<file path="src/rtl/pe_lock_pkg.sv">
// Package: shared constants, lock state type and saturating increment for
// the phase error scaler and lock detector.
// Assumes: run counters are 4 bits wide, matching the 4-bit reference fields.
package pe_lock_pkg;

    localparam int unsigned GAIN_W    = 4;
    localparam int unsigned CNT_W     = 4;
    localparam int unsigned MAX_SHIFT = 10;

    typedef enum logic {
        LS_HUNT = 1'b0,
        LS_HELD = 1'b1
    } lock_state_e;

    // Increments a run count, holding at all-ones instead of wrapping.
    function automatic logic [CNT_W-1:0] sat_inc(input logic [CNT_W-1:0] v);
        return (&v) ? v : v + 1'b1;
    endfunction

endpackage

</file>
<file path="src/rtl/pe_gain_shift.sv">
// Module: pe_gain_shift
// Arithmetic right shift of a signed error by a 4-bit gain code, built as a
// log-depth chain of conditional power-of-two shift stages.
// Assumes: legal codes are 0..MAX_SHIFT; larger codes are clamped to
// MAX_SHIFT and reported through gain_bad. Purely combinational.
module pe_gain_shift
    import pe_lock_pkg::*;
#(
    parameter int unsigned ERR_W = 16
) (
    input  logic [GAIN_W-1:0]        gain_code,
    input  logic signed [ERR_W-1:0]  err_in,
    output logic signed [ERR_W-1:0]  err_out,
    output logic                     gain_bad
);

    localparam logic [GAIN_W-1:0] SHIFT_LIMIT = GAIN_W'(MAX_SHIFT);

    logic [GAIN_W-1:0] eff_shift;

    // Clamp out-of-range gain codes and flag them.
    always_comb begin
        gain_bad  = (gain_code > SHIFT_LIMIT);
        eff_shift = gain_bad ? SHIFT_LIMIT : gain_code;
    end

    // One stage per shift-amount bit; stage k shifts by 2**k when selected.
    for (genvar k = 0; k < GAIN_W; k++) begin : g_stage
        logic signed [ERR_W-1:0] d;
        logic signed [ERR_W-1:0] q;
        if (k == 0) begin : g_first
            assign d = err_in;
        end else begin : g_next
            assign d = g_stage[k-1].q;
        end
        assign q = eff_shift[k] ? (d >>> (2**k)) : d;
    end

    assign err_out = g_stage[GAIN_W-1].q;

endmodule

</file>
<file path="src/rtl/pe_range_cmp.sv">
// Module: pe_range_cmp
// Forms the magnitude of a signed error, compares it with the lock window,
// and checks that the window does not exceed the PWM period setting.
// Assumes: threshold and period are unsigned and ERR_W bits wide; the
// magnitude is carried in ERR_W+1 bits so the most negative value is exact.
module pe_range_cmp #(
    parameter int unsigned ERR_W = 16
) (
    input  logic signed [ERR_W-1:0] err_in,
    input  logic [ERR_W-1:0]        lock_thr,
    input  logic [ERR_W-1:0]        pwm_period,
    output logic                    outside,
    output logic                    thr_bad
);

    localparam int unsigned MAG_W = ERR_W + 1;

    logic [MAG_W-1:0] magnitude;
    logic [MAG_W-1:0] thr_ext;

    // Exact absolute value of the two's-complement error.
    always_comb begin
        if (err_in[ERR_W-1]) begin
            magnitude = {1'b0, ~err_in} + MAG_W'(1);
        end else begin
            magnitude = {1'b0, err_in};
        end
        thr_ext = {1'b0, lock_thr};
    end

    // Window test (equality counts as inside) and window-versus-period check.
    always_comb begin
        outside = (magnitude > thr_ext);
        thr_bad = (lock_thr > pwm_period);
    end

endmodule

</file>
<file path="src/rtl/pe_lock_fsm.sv">
// Module: pe_lock_fsm
// Hysteretic lock decision: a lock run counter active while hunting and an
// unlock run counter active while held, each with its own reference.
// Assumes: in_range is valid whenever sample_vld is high; counters saturate
// at all-ones; both counters clear on every change of lock state.
module pe_lock_fsm
    import pe_lock_pkg::*;
(
    input  logic             clk,
    input  logic             rst_n,
    input  logic             sample_vld,
    input  logic             in_range,
    input  logic [CNT_W-1:0] lock_ref,
    input  logic [CNT_W-1:0] unlock_ref,
    output logic             lock_flag
);

    lock_state_e      state_q, state_d;
    logic [CNT_W-1:0] lk_cnt_q, lk_cnt_d;
    logic [CNT_W-1:0] ul_cnt_q, ul_cnt_d;
    logic [CNT_W-1:0] lk_next, ul_next;

    // Candidate run counts for this sample.
    always_comb begin
        lk_next = sat_inc(lk_cnt_q);
        ul_next = sat_inc(ul_cnt_q);
    end

    // Next-state and counter update for one qualified sample.
    always_comb begin
        state_d  = state_q;
        lk_cnt_d = lk_cnt_q;
        ul_cnt_d = ul_cnt_q;
        if (sample_vld) begin
            unique case (state_q)
                LS_HUNT: begin
                    if (!in_range) begin
                        lk_cnt_d = '0;
                    end else if (lk_next >= lock_ref) begin
                        state_d  = LS_HELD;
                        lk_cnt_d = '0;
                        ul_cnt_d = '0;
                    end else begin
                        lk_cnt_d = lk_next;
                    end
                end
                LS_HELD: begin
                    if (in_range) begin
                        ul_cnt_d = '0;
                    end else if (ul_next >= unlock_ref) begin
                        state_d  = LS_HUNT;
                        lk_cnt_d = '0;
                        ul_cnt_d = '0;
                    end else begin
                        ul_cnt_d = ul_next;
                    end
                end
                default: state_d = LS_HUNT;
            endcase
        end
    end

    // State and counter registers with synchronous active-low reset.
    always_ff @(posedge clk) begin
        if (!rst_n) begin
            state_q  <= LS_HUNT;
            lk_cnt_q <= '0;
            ul_cnt_q <= '0;
        end else begin
            state_q  <= state_d;
            lk_cnt_q <= lk_cnt_d;
            ul_cnt_q <= ul_cnt_d;
        end
    end

    assign lock_flag = (state_q == LS_HELD);


    lock_rise_chk: assert property (@(posedge clk) disable iff (!rst_n)
        $rose(lock_flag) |-> $past(sample_vld && in_range));


    lock_fall_chk: assert property (@(posedge clk) disable iff (!rst_n)
        $fell(lock_flag) |-> $past(sample_vld && !in_range));


    cnt_clear_chk: assert property (@(posedge clk) disable iff (!rst_n)
        ($rose(lock_flag) || $fell(lock_flag)) |-> (lk_cnt_q == '0 && ul_cnt_q == '0));


    idle_hold_chk: assert property (@(posedge clk) disable iff (!rst_n)
        !sample_vld |=> ($stable(lk_cnt_q) && $stable(ul_cnt_q) && $stable(state_q)));

endmodule

</file>
<file path="src/rtl/pe_lock_detect.sv">
// Module: pe_lock_detect (top)
// Phase error scaler and lock detector: registers the gain-scaled error and
// the out-of-range indicator on each valid sample and drives the hysteretic
// lock flag and the configuration-error output.
// Assumes: synchronous active-low reset; configuration inputs are static
// while samples flow; cfg_err is combinational from configuration.
module pe_lock_detect
    import pe_lock_pkg::*;
#(
    parameter int unsigned ERR_W = 16
) (
    input  logic                    clk,
    input  logic                    rst_n,
    input  logic                    smp_valid,
    input  logic signed [ERR_W-1:0] smp_err,
    input  logic [GAIN_W-1:0]       gain_code,
    input  logic [ERR_W-1:0]        lock_thr,
    input  logic [ERR_W-1:0]        pwm_period,
    input  logic [CNT_W-1:0]        lock_ref,
    input  logic [CNT_W-1:0]        unlock_ref,
    output logic signed [ERR_W-1:0] err_scaled,
    output logic                    out_of_range,
    output logic                    lock_flag,
    output logic                    cfg_err
);

    logic signed [ERR_W-1:0] shifted;
    logic                    gain_bad;
    logic                    outside;
    logic                    thr_bad;

    pe_gain_shift #(.ERR_W(ERR_W)) u_shift (
        .gain_code (gain_code),
        .err_in    (smp_err),
        .err_out   (shifted),
        .gain_bad  (gain_bad)
    );

    pe_range_cmp #(.ERR_W(ERR_W)) u_range (
        .err_in     (smp_err),
        .lock_thr   (lock_thr),
        .pwm_period (pwm_period),
        .outside    (outside),
        .thr_bad    (thr_bad)
    );

    pe_lock_fsm u_fsm (
        .clk        (clk),
        .rst_n      (rst_n),
        .sample_vld (smp_valid),
        .in_range   (!outside),
        .lock_ref   (lock_ref),
        .unlock_ref (unlock_ref),
        .lock_flag  (lock_flag)
    );

    // Capture the scaled error and window result on each valid sample.
    always_ff @(posedge clk) begin
        if (!rst_n) begin
            err_scaled   <= '0;
            out_of_range <= 1'b0;
        end else if (smp_valid) begin
            err_scaled   <= shifted;
            out_of_range <= outside;
        end
    end

    // Merge the two configuration checks.
    always_comb begin
        cfg_err = gain_bad | thr_bad;
    end


    gain_cfg_chk: assert property (@(posedge clk) disable iff (!rst_n)
        (gain_code > GAIN_W'(MAX_SHIFT)) |-> cfg_err);


    thr_cfg_chk: assert property (@(posedge clk) disable iff (!rst_n)
        (lock_thr > pwm_period) |-> cfg_err);


    out_hold_chk: assert property (@(posedge clk) disable iff (!rst_n)
        !smp_valid |=> ($stable(err_scaled) && $stable(out_of_range) && $stable(lock_flag)));


    reset_clear_chk: assert property (@(posedge clk)
        !rst_n |=> (err_scaled == '0 && !out_of_range && !lock_flag));

endmodule

</file>
<file path="config.mk">
export PLATFORM = sky130hd
export DESIGN_NAME = pe_lock_detect
export DESIGN_NICKNAME = d
export VERILOG_FILES = /design/src/rtl/pe_lock_pkg.sv /design/src/rtl/pe_gain_shift.sv /design/src/rtl/pe_range_cmp.sv /design/src/rtl/pe_lock_fsm.sv /design/src/rtl/pe_lock_detect.sv
export SDC_FILE = /design/constraint.sdc
export NUM_CORES = 1
export LEC_CHECK = 0
export ABC_AREA = 0
export ABC_CLOCK_PERIOD_IN_PS = 4900
export CORE_MARGIN = 5
export CORE_UTILIZATION = 36
export DETAILED_ROUTE_END_ITERATION = 8
export PLACE_DENSITY_LB_ADDON = 0.1
export RECOVER_POWER = 100
export SYNTH_ARGS = -nofsm -noshare
export SYNTH_HDL_FRONTEND = slang
export SYNTH_SLANG_ARGS = --single-unit
</file>
<file path="constraint.sdc">
create_clock -name clk -period 4.9 [get_ports clk]
set_input_delay 0.735 -clock clk [delete_from_list [all_inputs] [get_ports clk]]
set_output_delay 0.735 -clock clk [all_outputs]
set_load 0.03 [all_outputs]
</file>
# Yosys cells after proc, flatten, opt, wreduce, memory -nomap -nowiden
# Cells that the tools add are included.
# op_classes
add_sub_neg,3
multipliers,0
n_div,0
order_cmp,5
eq_ne,4
n_shift,0
muxes,23
bitwise,3
reduce_logical,4
# op_table
op,n
15-bit two-way mux,4
4-bit two-way mux,11
16-bit by 1-bit adder with 17-bit output (second input constant),1
17-bit by 16-bit greater-than comparator with 1-bit output,1
17-bit two-way mux,1
16-bit greater-than comparator,1
16-bit NOT,1
4-bit case mux with 2 select lines,2
4-bit by 1-bit adder with 4-bit output (second input constant),2
4-bit greater-or-equal comparator,2
4-bit AND reduction,2
2-bit != test (second input constant),3
3-bit AND reduction,2
4-bit greater-than comparator (second input constant),1
1-bit two-way mux,4
2-bit by 1-bit != test with 1-bit output (second input constant),1
1-bit case mux with 2 select lines,1
1-bit NOT,1
1-bit OR,1
# totals
register_bits,26
latchBits,0
ramBits,0
rom_bits,0
inputBits,63
out_inout_bits,19
elab_cells,47
n_memories,0

# Longest topological paths before layout
# logic_depth
depth_word,6
ltp_mapped,14
ltp_nobuf,14

# Modules after synthesis
# From an unflattened synthesis, not the netlist that was laid out.
# unflattened
cells_unflattened,406
area_unflattened_um2,3338.2
# by_module_without_submodules
mod,instances,cells_per_inst,area_each_um2,seq_area_each_um2
pe_range_cmp,1,149,1102.3,0.0
pe_gain_shift,1,112,828.3,0.0
pe_lock_fsm,1,89,745.7,180.2
pe_lock_detect,1,56,661.9,340.3

# Least setup slack after synthesis
# No wires, ideal clock.
# synth_timing
path_type,input to register
startpoint,input port smp_err[6]
endpoint,register u_fsm.ul_cnt_q[3]
setup_ps,115
t_arrival_ps,3561
required_ps,4785
slack_ps,1224
path_stages,12
path_buffers,0
cell_sequence,or4_1 > or3_4 > o41ai_2 > xnor2_1 > ha_1 > nand4_1 > nor2_1 > a221o_1 > o31ai_4 > nor3_2 > and3_1 > a31o_1
# synth_via
elab_chain_len,6
word_cells_on_any_way,8
cone_classes,add/sub (1); order compare (1); eq/ne (1); mux (3); bitwise (1); reduce/logical (1)
# synth_lines
item,line_no,text
start: declaration,pe_lock_detect.sv:15,"input logic signed [ERR_W-1:0] smp_err,"
16-bit NOT,pe_range_cmp.sv:24,"magnitude = {1'b0, ~err_in} + MAG_W'(1);"
16-bit by 1-bit adder with 17-bit output,pe_range_cmp.sv:24,
17-bit two-way mux *,pe_range_cmp.sv:23,if (err_in[ERR_W-1]) begin
17-bit by 16-bit greater-than comparator with 1-bit output *,pe_range_cmp.sv:33,outside = (magnitude > thr_ext);
4-bit two-way mux or 2-bit != test (tied branches),--,
4-bit case mux with 2 select lines or 3-bit AND reduction (tied branches),--,
end signal: assignment,pe_lock_fsm.sv:72,ul_cnt_q <= ul_cnt_d;
end: declaration,pe_lock_fsm.sv:20,"logic [CNT_W-1:0] ul_cnt_q, ul_cnt_d;"
# Mark *: on every way between the ends. The rest lies on a longest branch, timed or not.
# A chain may end at the register's enable or synchronous reset.

# Final worst setup path
# layout_timing
startpoint,input port smp_err[4]
endpoint,register u_fsm.ul_cnt_q[3]
# Same word-level chain as after synthesis.

==> flow_summary.yaml <==
clock_tree:
  numCtsBuffers: 3
  ctsHoldBuffers: 0
  cts_root_buf: "clkbuf_8"
  cts_buffer_depth: 2
  cts_resized: 0
  cts_max_level: 1
  clk_latency_ns: 0.27
  cts_tree: "built"
  clk_pin_slew_ns: 0.10
  cts.sink_count: 26
  post_cts_buffers: 0
power:
  p_switching_uw: 240
  worst_ir_drop_vdd_mv: 0.0916
  leakage_nw: 1.82
  power_frac_seq_pct: 32.4
  power_density_nw_per_um2: 184
  clock_power_share_pct: 24.4
  p_total_uw: 723
  p_int_uw: 483
  p_comb_share_pct: 43.3
  switching_share_pct: 33.1
floorplanning:
  num_io_pins: 82
  die_w_um: 101
  num_rows: 33
  fp.coreArea_um2: 8130
  dieArea_um2: 10200
  die_y_um: 101
  start_util_pct: 36.6
sta:
  fin_crit_ns: 4.41
  max_slew_margin_pct: 39.7
  setup_violations: 0
  max_freq_mhz: 227
  finalCritPeriodShare_pct: 89.9
  tightest_slew_ns: 0.902
  tns_ns: 0
  finalMaxSlewViolations: 0
  rsz0062_at_grt: "false"
  fin_skew_ns: 0.00144
  hold_viol: 0
synthesis:
  syn-instance-count: 390
  synth.top_cells.by_area: "ha_1 18%, dfxtp_1 17%, mux2i_1 8.7%"
  netlist.area_leader.share_pct: 18.1
  ys_dominant_reg_cell: "dfxtp_1"
  synth_most_common_cell: "inv_1"
  netlist_top_cells_count: "46 x inv_1, 43 x ha_1, 31 x nand2_1"
  ys.warnings.count: 0
  synth-seq-cells: 26
  ys_seq_area_share_pct: 17.5
  synth_top_area_cell: "ha_1"
  synth_edf_count: 0
  syn-num-nets: 496
  synth.avg_cell_area_um2: 7.63
  synth_area_um2: 2980
  yosysUniqueCellTypes: 55
  postSynth.asyncResetShare_pct: 0
route:
  route.vias.total: 2954
  routed_wl_um: 7880
  via_per_inst: 5.20
  route.detailed.drc: 0
  first_iter_violations: 80
  dr.pass1.iters: 4
  ant_nets: 0
  wl_per_cell_um: 13.9
critical_path:
  end_kind: "register"
  path_max_fanout: 7
  cp.arrival_ns: 4.63
  criticalPathCategory: "in -> reg"
  required_ns: 5.12
  reg2regPathDepth: 10
  worst_setup_path_start_kind: "primary input"
final_layout:
  drive_gt1_share_pct: 2.81
  syn_to_final_growth_pct: 32.2
  fin_cells: 568
  stdcell_area_um2: 3930
  fill_cells: 828
  fin_util_pct: 48.4
  num_antenna_cells: 0
  finalNetCount: 570
global_route:
  grt.busiest_layer: "met2"
  grt_usage_pct: 15.7
  use_met2_pct: 26.2
  globalRouteMet3Util_pct: 2.77
  grt_first_pass_wirelength_um: 13500
  grt_start_max_net_pins: 25
  overflow: 0
  antenna_found_initial: 0
  use_met1_pct: 21.0
  grt_pass1_vias: 2973
hold_path:
  hold_path_depth: 2
  hp-class: "reg -> reg"
place:
  hpwl_um: 6640
  port-buffer-count: 81
  dp.cells: 564
  gp_congestion: 0.816
  dpl-instance-area_um2: 3870
job:
  cap_violations: 0
outcome:
  status: "finished clean"
[flip-flops by register name, summed over array words and instances (netlist names)]
name and cells:
u_fsm.lk_cnt_q 4, u_fsm.lock_flag 1, out_of_range 1, u_fsm.ul_cnt_q 4
err_scaled 16
[layout by cell type (no fill, tap or decap), types with 5 or more instances in the layout]
cell type,instances
nand2b_1,5
nand4_1,6
o21a_1,5
a211oi_1,8
xnor2_1,15
nand3_1,14
dlygate4sd3_1,22
o21ai_1,7
o21ai_0,23
a21oi_1,24
clkdlybuf4s50_1,59
nor2_1,29
a21o_1,5
dfxtp_1,26
inv_1,46
mux2i_1,26
ha_1,43
nand2_1,32
[metrics by stage]
step           worst slack [ns]  hold slack [ns]
6_report                  0.493            0.468
5_1_grt                   0.253            0.487
4_1_cts                   0.687            0.478
3_5_place_dp              0.392            0.465
3_3_place_gp              0.487            0.461
2_1_floorplan              1.22            0.460
[area by class of cell]
class / instances / area (um^2) / share of cell area [%]
clock buffers: 3 / 41.3 / 1.05
clock inverters: 1 / 30.0 / 0.763
inverters: 47 / 176 / 4.48
multi-input cells: 304 / 2220 / 56.3
flip-flops and latches: 26 / 520 / 13.2
well taps: 105 / 131 / 3.34
repair buffers: 82 / 818 / 20.8
[layer usage]
layer | share of wire (%) | wire length (um)
met1 | 47 | 3700
met2 | 46 | 3620
met3 | 6.2 | 491
met4 | 0.93 | 73
met5 | 0 | 0
[kinds of logic (layout without fill, tap and decap cells)]
family / count (synthesis) / count (layout) / synth area share (%)
DFF: 26 / 26 / 17.5
adders and majority gates: 43 / 43 / 18.1
buffers and inverters: 60 / 133 / 7.82
and+or+nand+nor: 112 / 112 / 18.4
muxes: 33 / 33 / 11.4
xor gates and xnor gates: 15 / 15 / 4.41
AOI/OAI and AO/OA: 101 / 101 / 22.4
[worst max-delay path: stages]
cell and delay [ns]:
dlygate4sd3_1 0.62, or4_1 0.58, or3_4 0.39, o41ai_2 0.25, xnor2_1 0.11, ha_1 0.31, nand4_1 0.14, nor4_1 0.38
o31a_1 0.24, o31ai_4 0.11, nor3_1 0.44, and3_1 0.22, a31o_1 0.09
[worst paths after layout]
check | to | from | slack, ns
worst min-delay path | err_scaled[6] | err_scaled[6] | 0.47
worst min register to register | err_scaled[6] | err_scaled[6] | 0.47
worst max register to register | u_fsm.ul_cnt_q[2] | u_fsm.lk_cnt_q[0] | 2.10
worst max-delay path | u_fsm.ul_cnt_q[3] | smp_err[4] | 0.49
[power groups by stage]
stage / Combinational [mW] / Clock, mW / Sequential (mW)
2_1_floorplan: 0.172 / 0 / 0.261
3_3_place_gp: 0.318 / 0 / 0.239
3_5_place_dp: 0.321 / 0 / 0.240
4_1_cts: 0.323 / 0.180 / 0.235
5_1_grt: 0.350 / 0.190 / 0.236
6_report: 0.313 / 0.176 / 0.234
Power figures use the tool's default switching activity.
